==> src/rtl/gpt_pkg.sv <==
package gpt_pkg;

   localparam int GPT_AW    = 4;
   localparam int GPT_PSC_W = 3;

   typedef enum logic [GPT_AW-1:0] {
      RA_CTRL   = 4'd0,
      RA_COUNT  = 4'd1,
      RA_LOAD   = 4'd2,
      RA_RELOAD = 4'd3,
      RA_MATCH  = 4'd4,
      RA_CAPA   = 4'd5,
      RA_CAPB   = 4'd6,
      RA_STATUS = 4'd7,
      RA_IRQEN  = 4'd8
   } gpt_reg_e;

   // Packed to match the control word layout, most significant field first.
   typedef struct packed {
      logic                 out_dir;   // 14
      logic                 cap_pair;  // 13
      logic                 toggle;    // 12
      logic [1:0]           trg_sel;   // 11:10
      logic [1:0]           cap_sel;   // 9:8
      logic                 idle_lvl;  // 7
      logic                 cmp_en;    // 6
      logic                 psc_en;    // 5
      logic [GPT_PSC_W-1:0] psc_val;   // 4:2
      logic                 autold;    // 1
      logic                 run;       // 0
   } gpt_ctrl_t;

   localparam int GPT_CTRL_W = $bits(gpt_ctrl_t);

   // Status / enable bit positions.
   localparam int ST_MATCH = 0;
   localparam int ST_OVF   = 1;
   localparam int ST_CAP   = 2;
   localparam int ST_W     = 3;

endpackage

==> src/rtl/gpt_prescaler.sv <==
module gpt_prescaler #(
   parameter int VAL_W   = 3,
   parameter bit USE_PSC = 1'b1
) (
   input  logic             clk,
   input  logic             rst_n,
   input  logic             run,
   input  logic             psc_en,
   input  logic [VAL_W-1:0] psc_val,
   input  logic             restart,
   output logic             tick
);
   localparam int DIV_W = 1 << VAL_W;

   if (VAL_W < 1 || VAL_W > 4) begin : g_bad_val_w
      $error("gpt_prescaler: VAL_W out of range");
   end

   if (USE_PSC) begin : g_psc
      logic [DIV_W-1:0] div_q;
      logic [DIV_W-1:0] mask;

      always_comb begin
         mask = '0;
         for (int i = 0; i < DIV_W; i++) begin
            if (i <= int'(psc_val)) mask[i] = 1'b1;
         end
      end

      assign tick = run & (~psc_en | ((div_q & mask) == mask));

      always_ff @(posedge clk or negedge rst_n) begin
         if (!rst_n)       div_q <= '0;
         else if (restart) div_q <= '0;
         else if (run)     div_q <= div_q + DIV_W'(1);
      end
   end else begin : g_nopsc
      assign tick = run;
   end

   // no tick can come while the counter is stopped
   p_idle_no_tick_r3: assert property (@(posedge clk) disable iff (!rst_n)
      !run |-> !tick);

endmodule

==> src/rtl/gpt_counter.sv <==
module gpt_counter #(
   parameter int CNT_W = 32
) (
   input  logic             clk,
   input  logic             rst_n,
   input  logic             tick,
   input  logic             cnt_we,
   input  logic             trig_we,
   input  logic [CNT_W-1:0] wdata,
   input  logic [CNT_W-1:0] load_val,
   input  logic [CNT_W-1:0] match_val,
   input  logic             autold,
   input  logic             cmp_en,
   output logic [CNT_W-1:0] count,
   output logic             ovf_evt,
   output logic             match_evt
);
   logic [CNT_W-1:0] count_q;
   logic [CNT_W-1:0] step_val;
   logic             at_max;
   logic             upd;

   always_comb begin
      at_max    = (count_q == '1);
      upd       = tick & ~cnt_we & ~trig_we;
      ovf_evt   = upd & at_max;
      step_val  = at_max ? (autold ? load_val : '0) : count_q + CNT_W'(1);
      match_evt = upd & cmp_en & (step_val == match_val);
   end

   always_ff @(posedge clk or negedge rst_n) begin
      if (!rst_n)       count_q <= '0;
      else if (cnt_we)  count_q <= wdata;
      else if (trig_we) count_q <= load_val;
      else if (tick)    count_q <= step_val;
   end

   assign count = count_q;

   // without tick or write, the count holds
   p_hold_r2: assert property (@(posedge clk) disable iff (!rst_n)
      (!tick && !cnt_we && !trig_we) |=> $stable(count_q));

   // wrap with auto-reload takes the load value
   p_reload_r4: assert property (@(posedge clk) disable iff (!rst_n)
      (ovf_evt && autold) |=> count_q == $past(load_val));

   // wrap without auto-reload lands on zero
   p_wrap_zero_r5: assert property (@(posedge clk) disable iff (!rst_n)
      (ovf_evt && !autold) |=> count_q == '0);

   // a direct counter write lands unchanged
   p_cnt_write_r12: assert property (@(posedge clk) disable iff (!rst_n)
      cnt_we |=> count_q == $past(wdata));

endmodule

==> src/rtl/gpt_capture.sv <==
module gpt_capture #(
   parameter int CNT_W = 32
) (
   input  logic             clk,
   input  logic             rst_n,
   input  logic             cap_in,
   input  logic [1:0]       cap_sel,
   input  logic             pair,
   input  logic             restart,
   input  logic [CNT_W-1:0] count,
   output logic [CNT_W-1:0] cap_a,
   output logic [CNT_W-1:0] cap_b,
   output logic             cap_evt
);
   logic prev_q;
   logic second_q;
   logic hit;
   logic to_b;

   always_comb begin
      hit     = (cap_sel[0] & cap_in & ~prev_q) | (cap_sel[1] & ~cap_in & prev_q);
      to_b    = pair & second_q;
      cap_evt = hit & (~pair | second_q);
   end

   always_ff @(posedge clk or negedge rst_n) begin
      if (!rst_n) begin
         prev_q   <= 1'b0;
         second_q <= 1'b0;
         cap_a    <= '0;
         cap_b    <= '0;
      end else begin
         prev_q <= cap_in;
         if (restart)          second_q <= 1'b0;
         else if (hit && pair) second_q <= ~second_q;
         if (hit && !to_b)     cap_a <= count;
         if (hit && to_b)      cap_b <= count;
      end
   end

   // code 00 leaves both capture registers untouched
   p_cap_off_r7: assert property (@(posedge clk) disable iff (!rst_n)
      (cap_sel == 2'b00) |=> ($stable(cap_a) && $stable(cap_b)));

   // single mode never writes capture B
   p_single_no_b_r8: assert property (@(posedge clk) disable iff (!rst_n)
      !pair |=> $stable(cap_b));

endmodule

==> src/rtl/gpt_output.sv <==
module gpt_output (
   input  logic       clk,
   input  logic       rst_n,
   input  logic [1:0] trg_sel,
   input  logic       toggle,
   input  logic       idle_lvl,
   input  logic       dir_cfg,
   input  logic       restart,
   input  logic       ovf_evt,
   input  logic       match_evt,
   output logic       pwm_out,
   output logic       pwm_oe
);
   logic phase_q;
   logic fire;

   always_comb begin
      unique case (trg_sel)
         2'b01:   fire = ovf_evt;
         2'b10:   fire = ovf_evt | match_evt;
         default: fire = 1'b0;
      endcase
   end

   always_ff @(posedge clk or negedge rst_n) begin
      if (!rst_n)              phase_q <= 1'b0;
      else if (restart)        phase_q <= 1'b0;
      else if (trg_sel == '0)  phase_q <= 1'b0;
      else if (toggle)         phase_q <= phase_q ^ fire;
      else                     phase_q <= fire;
   end

   assign pwm_out = idle_lvl ^ phase_q;
   assign pwm_oe  = dir_cfg;

   // with no trigger selected the pin rests at the idle level
   p_quiet_r9: assert property (@(posedge clk) disable iff (!rst_n)
      (trg_sel == 2'b00 && !restart) |=> (pwm_out == idle_lvl));

   // a pulse lasts one clock, so no event means idle level next clock
   p_pulse_one_r9: assert property (@(posedge clk) disable iff (!rst_n)
      (!toggle && !restart && !ovf_evt && !match_evt) |=> (pwm_out == idle_lvl));

endmodule

==> src/rtl/gpt_timer_core.sv <==
module gpt_timer_core
   import gpt_pkg::*;
#(
   parameter int CNT_W   = 32,
   parameter bit USE_PSC = 1'b1
) (
   input  logic              clk,
   input  logic              rst_n,
   input  logic              wr_en,
   input  logic [GPT_AW-1:0] wr_addr,
   input  logic [CNT_W-1:0]  wr_data,
   input  logic [GPT_AW-1:0] rd_addr,
   output logic [CNT_W-1:0]  rd_data,
   input  logic              cap_in,
   output logic              pwm_out,
   output logic              pwm_oe,
   output logic              irq
);
   if (CNT_W < GPT_CTRL_W || CNT_W > 64) begin : g_bad_cnt_w
      $error("gpt_timer_core: CNT_W must hold the control word and be at most 64");
   end

   gpt_ctrl_t        ctrl_q;
   logic [CNT_W-1:0] load_q;
   logic [CNT_W-1:0] match_q;
   logic [ST_W-1:0]  status_q;
   logic [ST_W-1:0]  irqen_q;

   logic [CNT_W-1:0] count;
   logic [CNT_W-1:0] cap_a;
   logic [CNT_W-1:0] cap_b;
   logic             tick;
   logic             ovf_evt;
   logic             match_evt;
   logic             cap_evt;

   logic ctrl_we, cnt_we, load_we, trig_we, match_we, status_we, irqen_we;
   logic [ST_W-1:0] set_vec;
   logic [ST_W-1:0] clr_vec;

   always_comb begin
      ctrl_we   = wr_en && (gpt_reg_e'(wr_addr) == RA_CTRL);
      cnt_we    = wr_en && (gpt_reg_e'(wr_addr) == RA_COUNT);
      load_we   = wr_en && (gpt_reg_e'(wr_addr) == RA_LOAD);
      trig_we   = wr_en && (gpt_reg_e'(wr_addr) == RA_RELOAD);
      match_we  = wr_en && (gpt_reg_e'(wr_addr) == RA_MATCH);
      status_we = wr_en && (gpt_reg_e'(wr_addr) == RA_STATUS);
      irqen_we  = wr_en && (gpt_reg_e'(wr_addr) == RA_IRQEN);
      set_vec          = '0;
      set_vec[ST_MATCH] = match_evt;
      set_vec[ST_OVF]   = ovf_evt;
      set_vec[ST_CAP]   = cap_evt;
      clr_vec = status_we ? wr_data[ST_W-1:0] : '0;
   end

   always_ff @(posedge clk or negedge rst_n) begin
      if (!rst_n) begin
         ctrl_q   <= '0;
         load_q   <= '0;
         match_q  <= '0;
         status_q <= '0;
         irqen_q  <= '0;
      end else begin
         if (ctrl_we)                        ctrl_q     <= gpt_ctrl_t'(wr_data[GPT_CTRL_W-1:0]);
         else if (ovf_evt && !ctrl_q.autold) ctrl_q.run <= 1'b0;
         if (load_we)  load_q  <= wr_data;
         if (match_we) match_q <= wr_data;
         if (irqen_we) irqen_q <= wr_data[ST_W-1:0];
         status_q <= (status_q & ~clr_vec) | set_vec;
      end
   end

   gpt_prescaler #(.VAL_W(GPT_PSC_W), .USE_PSC(USE_PSC)) u_psc (
      .clk     (clk),
      .rst_n   (rst_n),
      .run     (ctrl_q.run),
      .psc_en  (ctrl_q.psc_en),
      .psc_val (ctrl_q.psc_val),
      .restart (ctrl_we | cnt_we | trig_we),
      .tick    (tick)
   );

   gpt_counter #(.CNT_W(CNT_W)) u_cnt (
      .clk       (clk),
      .rst_n     (rst_n),
      .tick      (tick),
      .cnt_we    (cnt_we),
      .trig_we   (trig_we),
      .wdata     (wr_data),
      .load_val  (load_q),
      .match_val (match_q),
      .autold    (ctrl_q.autold),
      .cmp_en    (ctrl_q.cmp_en),
      .count     (count),
      .ovf_evt   (ovf_evt),
      .match_evt (match_evt)
   );

   gpt_capture #(.CNT_W(CNT_W)) u_cap (
      .clk     (clk),
      .rst_n   (rst_n),
      .cap_in  (cap_in),
      .cap_sel (ctrl_q.cap_sel),
      .pair    (ctrl_q.cap_pair),
      .restart (ctrl_we),
      .count   (count),
      .cap_a   (cap_a),
      .cap_b   (cap_b),
      .cap_evt (cap_evt)
   );

   gpt_output u_out (
      .clk       (clk),
      .rst_n     (rst_n),
      .trg_sel   (ctrl_q.trg_sel),
      .toggle    (ctrl_q.toggle),
      .idle_lvl  (ctrl_q.idle_lvl),
      .dir_cfg   (ctrl_q.out_dir),
      .restart   (ctrl_we),
      .ovf_evt   (ovf_evt),
      .match_evt (match_evt),
      .pwm_out   (pwm_out),
      .pwm_oe    (pwm_oe)
   );

   always_comb begin
      unique case (gpt_reg_e'(rd_addr))
         RA_CTRL:   rd_data = CNT_W'(ctrl_q);
         RA_COUNT:  rd_data = count;
         RA_LOAD:   rd_data = load_q;
         RA_MATCH:  rd_data = match_q;
         RA_CAPA:   rd_data = cap_a;
         RA_CAPB:   rd_data = cap_b;
         RA_STATUS: rd_data = CNT_W'(status_q);
         RA_IRQEN:  rd_data = CNT_W'(irqen_q);
         default:   rd_data = '0;
      endcase
   end

   assign irq = |(status_q & irqen_q);

   // a wrap without auto-reload stops the counter
   p_autostop_r5: assert property (@(posedge clk) disable iff (!rst_n)
      (ovf_evt && !ctrl_q.autold && !ctrl_we) |=> !ctrl_q.run);

   // a status write with no new event clears exactly the ones written
   p_w1c_r11: assert property (@(posedge clk) disable iff (!rst_n)
      (status_we && set_vec == '0) |=> status_q == ($past(status_q) & ~$past(wr_data[ST_W-1:0])));

endmodule

==> config.mk <==
export PLATFORM = sky130hd
export DESIGN_NAME = gpt_timer_core
export DESIGN_NICKNAME = d
export VERILOG_FILES = /design/src/rtl/gpt_pkg.sv /design/src/rtl/gpt_prescaler.sv /design/src/rtl/gpt_counter.sv /design/src/rtl/gpt_capture.sv /design/src/rtl/gpt_output.sv /design/src/rtl/gpt_timer_core.sv
export SDC_FILE = /design/constraint.sdc
export NUM_CORES = 1
export LEC_CHECK = 0
export ABC_AREA = 0
export BUFFER_PORTS_ARGS = -buffer_cell sky130_fd_sc_hd__buf_2
export CAP_MARGIN = 20
export CORE_MARGIN = 3
export CORE_UTILIZATION = 60
export CTS_CLUSTER_DIAMETER = 40
export DETAILED_ROUTE_END_ITERATION = 12
export PLACE_DENSITY_LB_ADDON = 0.25
export SLEW_MARGIN = 10
export SYNTH_ARGS = -nofsm -noshare
export SYNTH_HDL_FRONTEND = slang
export SYNTH_SLANG_ARGS = --single-unit
==> constraint.sdc <==
create_clock -name clk -period 5.3 [get_ports clk]
set_input_delay 0.795 -clock clk [delete_from_list [all_inputs] [get_ports clk]]
set_output_delay 0.795 -clock clk [all_outputs]
set_load 0.005 [all_outputs]
==> results_dict.tcl <==
set metrics [dict create \
    skew_ns 0.01113 \
    detail_route.wl_per_cell_um 23.34 \
    grt_max_degree 100 \
    antenna-diode-count 0 \
    clock_tree.root_cell "sky130_fd_sc_hd__clkbuf_16" \
    cts_sinks 192 \
    areaGrowthSynthToFinish_pct 10.49 \
    initial_core_util 0.6134 \
    timing.reg2reg.setup_slack_ns 1.29 \
    synth_cells 1146 \
    drt-pass1-iter-count 8 \
    cts-root-to-sink-buffers 2 \
    cts-htree-levels 4 \
    insertion_delay_ns 0.44 \
    post_layout_minimum_cycle_time_ns 4.014 \
    final_layout_size_suffix_gt1_frac 0.2426 \
    place.port_buffers 78 \
    path_class "reg -> reg" \
    die_h_um 141.7 \
    cp_cell_sequence "ha_1 > nand3_2 > or4_1 > nor3_4 > buf_4 > o21ai_0 > a32oi_1 > nand4_1 > nor4_2 > nand3_1 > a211o_1" \
    setup.worst_path.start_class "flip-flop" \
    cts_inserted_buffers 17 \
    worst_setup_path_end_kind "flip-flop" \
    setup-tns-final_ns 0 \
    cp_top_family "simple AND/OR/NAND/NOR gates" \
    top_ports 79 \
    maximum_cell_stage_delay_along_the_critical_path_ns 0.77 \
    rsz0062_at_grt "false" \
    coreArea_um2 18020 \
    die-area_um2 20090 \
    groute.usage.overall 0.3365 \
    number_of_antenna_violations_at_the_first_check_in_global_routing 0 \
    met1_grt_util 0.4782 \
    worst_ep_arrival_time_ns 4.34 \
    grtUsageMet2 0.5270 \
    timing.final.crit_share 0.7574 \
    critical_path.reg2reg.endpoint "u_out.phase_q" \
    gr-total-overflow 0 \
    layout.nets 1223 \
    drt_first_iter_violations 1279 \
    critical_path.reg2reg.startpoint "u_cnt.count[0]" \
    timing.critical_path.slowest_stage_cell "sky130_fd_sc_hd__or4_1" \
    final_core_utilization 0.6777 \
    synth_area_per_cell_um2 9.647 \
    avgViaCountPerCell 6.766 \
    synth_nets 1195 \
    core.rowCount 49 \
    final_hold_viol_count 0 \
    maxSlewViolCount 0 \
    share_of_async_settable_or_async_resettable_flops_after_synthesis 1.000 \
    number_of_enable_flip_flop_cells_after_synthesis 0 \
    min_path_type "in -> async" \
    global_route.usage.met3 0.06134 \
    first_global_vias 9359 \
    yosysWarningCount 0 \
    post_synth_num_cell_types 68 \
    worst-endpoint-required_ns 5.62 \
    sequential_to_total_area_share_from_yosys_stat 0.4346 \
    cellLeakagePower_nw 5.205 \
    drc 0 \
    cts-resized-gates 0 \
    grt_pass1_wl_um 53100 \
    route.final.wire_length_um 33040 \
    routed-via-count 9581 \
    cts_tree "built" \
    number_of_fillers_in_the_final_layout 1421 \
    postSynth.topFlopCell "sky130_fd_sc_hd__dfrtp_1" \
    postRouteAntennaNets 0 \
    critical_path_peak_fanout 19 \
    hpwlAfterDp_um 22350 \
    slew_headroom 0.2438 \
    worst_slew_pin_slew_ns 1.131 \
    floorplan.die.width_um 141.7 \
    timing.max_cap.violations 0 \
    postSynthRegisterBits 192 \
    setup_viol_count_final 0 \
    reg2regPathDepth 11 \
    power-per-cell-area_nw_per_um2 442.7 \
    ir_worst_vdd_uv 424.3 \
    post_synth_instance_area_um2 11060 \
    globalRoute.busiestLayer "met2" \
    number_of_buffers_inserted_by_post_cts_setup_repair 0 \
    cts.reportedPaths.clkPinSlew_ns 0.07 \
    post_cts_hold_buffer_count 0 \
    status "completed" \
    crit_buf_inv 1 \
    place_congestion 0.9852 \
    clock.fmax_mhz 249.1 \
]
## synth_stat cells, drive strengths merged (6+ instances only)
cell type	n	area (um2)
a211oi	10	75.07
a21oi	68	340.3
a22oi	71	533.0
a31oi	11	68.82
and2	6	37.54
and4	7	61.31
buf	28	147.6
clkbuf	63	239.0
dfrtp	192	4805
inv	20	75.07
mux2	133	1498
mux2i	15	150.1
nand2	123	461.7
nand2b	9	56.30
nand3	61	320.3
nand4	23	158.9
nor2	67	254.0
nor3	19	106.4
nor3b	6	45.04
nor4	13	93.84
o21ai	52	264.0
o22ai	12	75.07
o31ai	8	60.06
or3	8	55.05
xnor2	30	262.8
xor2	18	157.7
## sequential cells by signal, summed over array words and instances (netlist names)
register,count
irqen_q,3
match_q,32
u_cap.cap_a,32
u_psc.g_psc.div_q,8
u_cap.prev_q,1
ctrl_q,15
status_q,3
u_out.phase_q,1
u_cap.second_q,1
load_q,32
u_cap.cap_b,32
u_cnt.count,32
## stage by stage
stage	power [mW]	setup WS (ns)	cells	hold WS (ns)	cell area [um2]
finish	5.408	1.286	1416	0.4098	12220
global route	5.715	1.062	1416	0.4747	12220
CTS	5.382	1.212	1415	0.4528	12210
detailed placement	3.997	1.249	1383	0.4961	11580
global placement	3.940	1.281	1383	0.4893	11580
floorplan	3.487	2.139	1146	0.4591	11060
## layer usage
metal | up-vias | part of all wire
met2 | 479 | 0.47
li1 | 4305 | -
met3 | 82 | 0.081
met1 | 4715 | 0.43
met4 | 0 | 0.026
met5 | - | 0
## kinds of logic after synthesis
| kind of cell | Yosys count | synth area share |
|---|---|---|
| mux | 149 | 0.1511 |
| xor+xnor | 48 | 0.03803 |
| fa+ha+maj | 5 | 0.005659 |
| compound gates | 279 | 0.1661 |
| buf+inv | 111 | 0.04176 |
| simple gates | 362 | 0.1627 |
| flops | 192 | 0.4346 |
## final cells by class
cell class | instances | area (um2) | area share
Tap cell | 229 | 286.5 | 0.02346
Multi-Input combinational cell | 843 | 5849 | 0.4788
Clock inverter | 13 | 172.7 | 0.01413
Timing Repair Buffer | 100 | 574.3 | 0.04701
Clock buffer | 19 | 452.9 | 0.03708
Inverter | 20 | 75.07 | 0.006146
Sequential cell | 192 | 4805 | 0.3933
## worst register-to-register path, delay by kind of cell, from the launching register on
family          cells  cell delay (ns)
simple gates        6             2.31
compound gates      3             0.53
fa+ha+maj           1             0.26
buf+inv             1             0.28
flops               1             0.53
## power by group
group	switching (mW)	internal (mW)	total (mW)	leakage [nW]
combinational	0.786	0.741	1.53	2.51
clock	0.599	0.779	1.38	0.304
sequential	0.600	1.90	2.50	2.39
## cell usage in the layout (no fill, tap or decap), drive strengths merged, types with 18 or more instances in the layout
cell type,instances
nand3,61
nand2,123
o21ai,52
buf,99
dfrtp,192
a22oi,71
xnor2,30
xor2,18
nor2,67
nor3,19
mux2,133
a21oi,68
clkbuf,20
inv,25
nand4,23
## worst max-delay path by stage
stage,startpoint,to,cells past startpoint
floorplan,u_cnt.count[1],u_out.phase_q,12
global placement,u_cnt.count[0],u_out.phase_q,10
detailed placement,u_cnt.count[0],u_out.phase_q,10
CTS,u_cnt.count[0],u_out.phase_q,10
global route,u_cnt.count[0],u_out.phase_q,11
finish,u_cnt.count[0],u_out.phase_q,11
(Power assumes the default switching activity.)
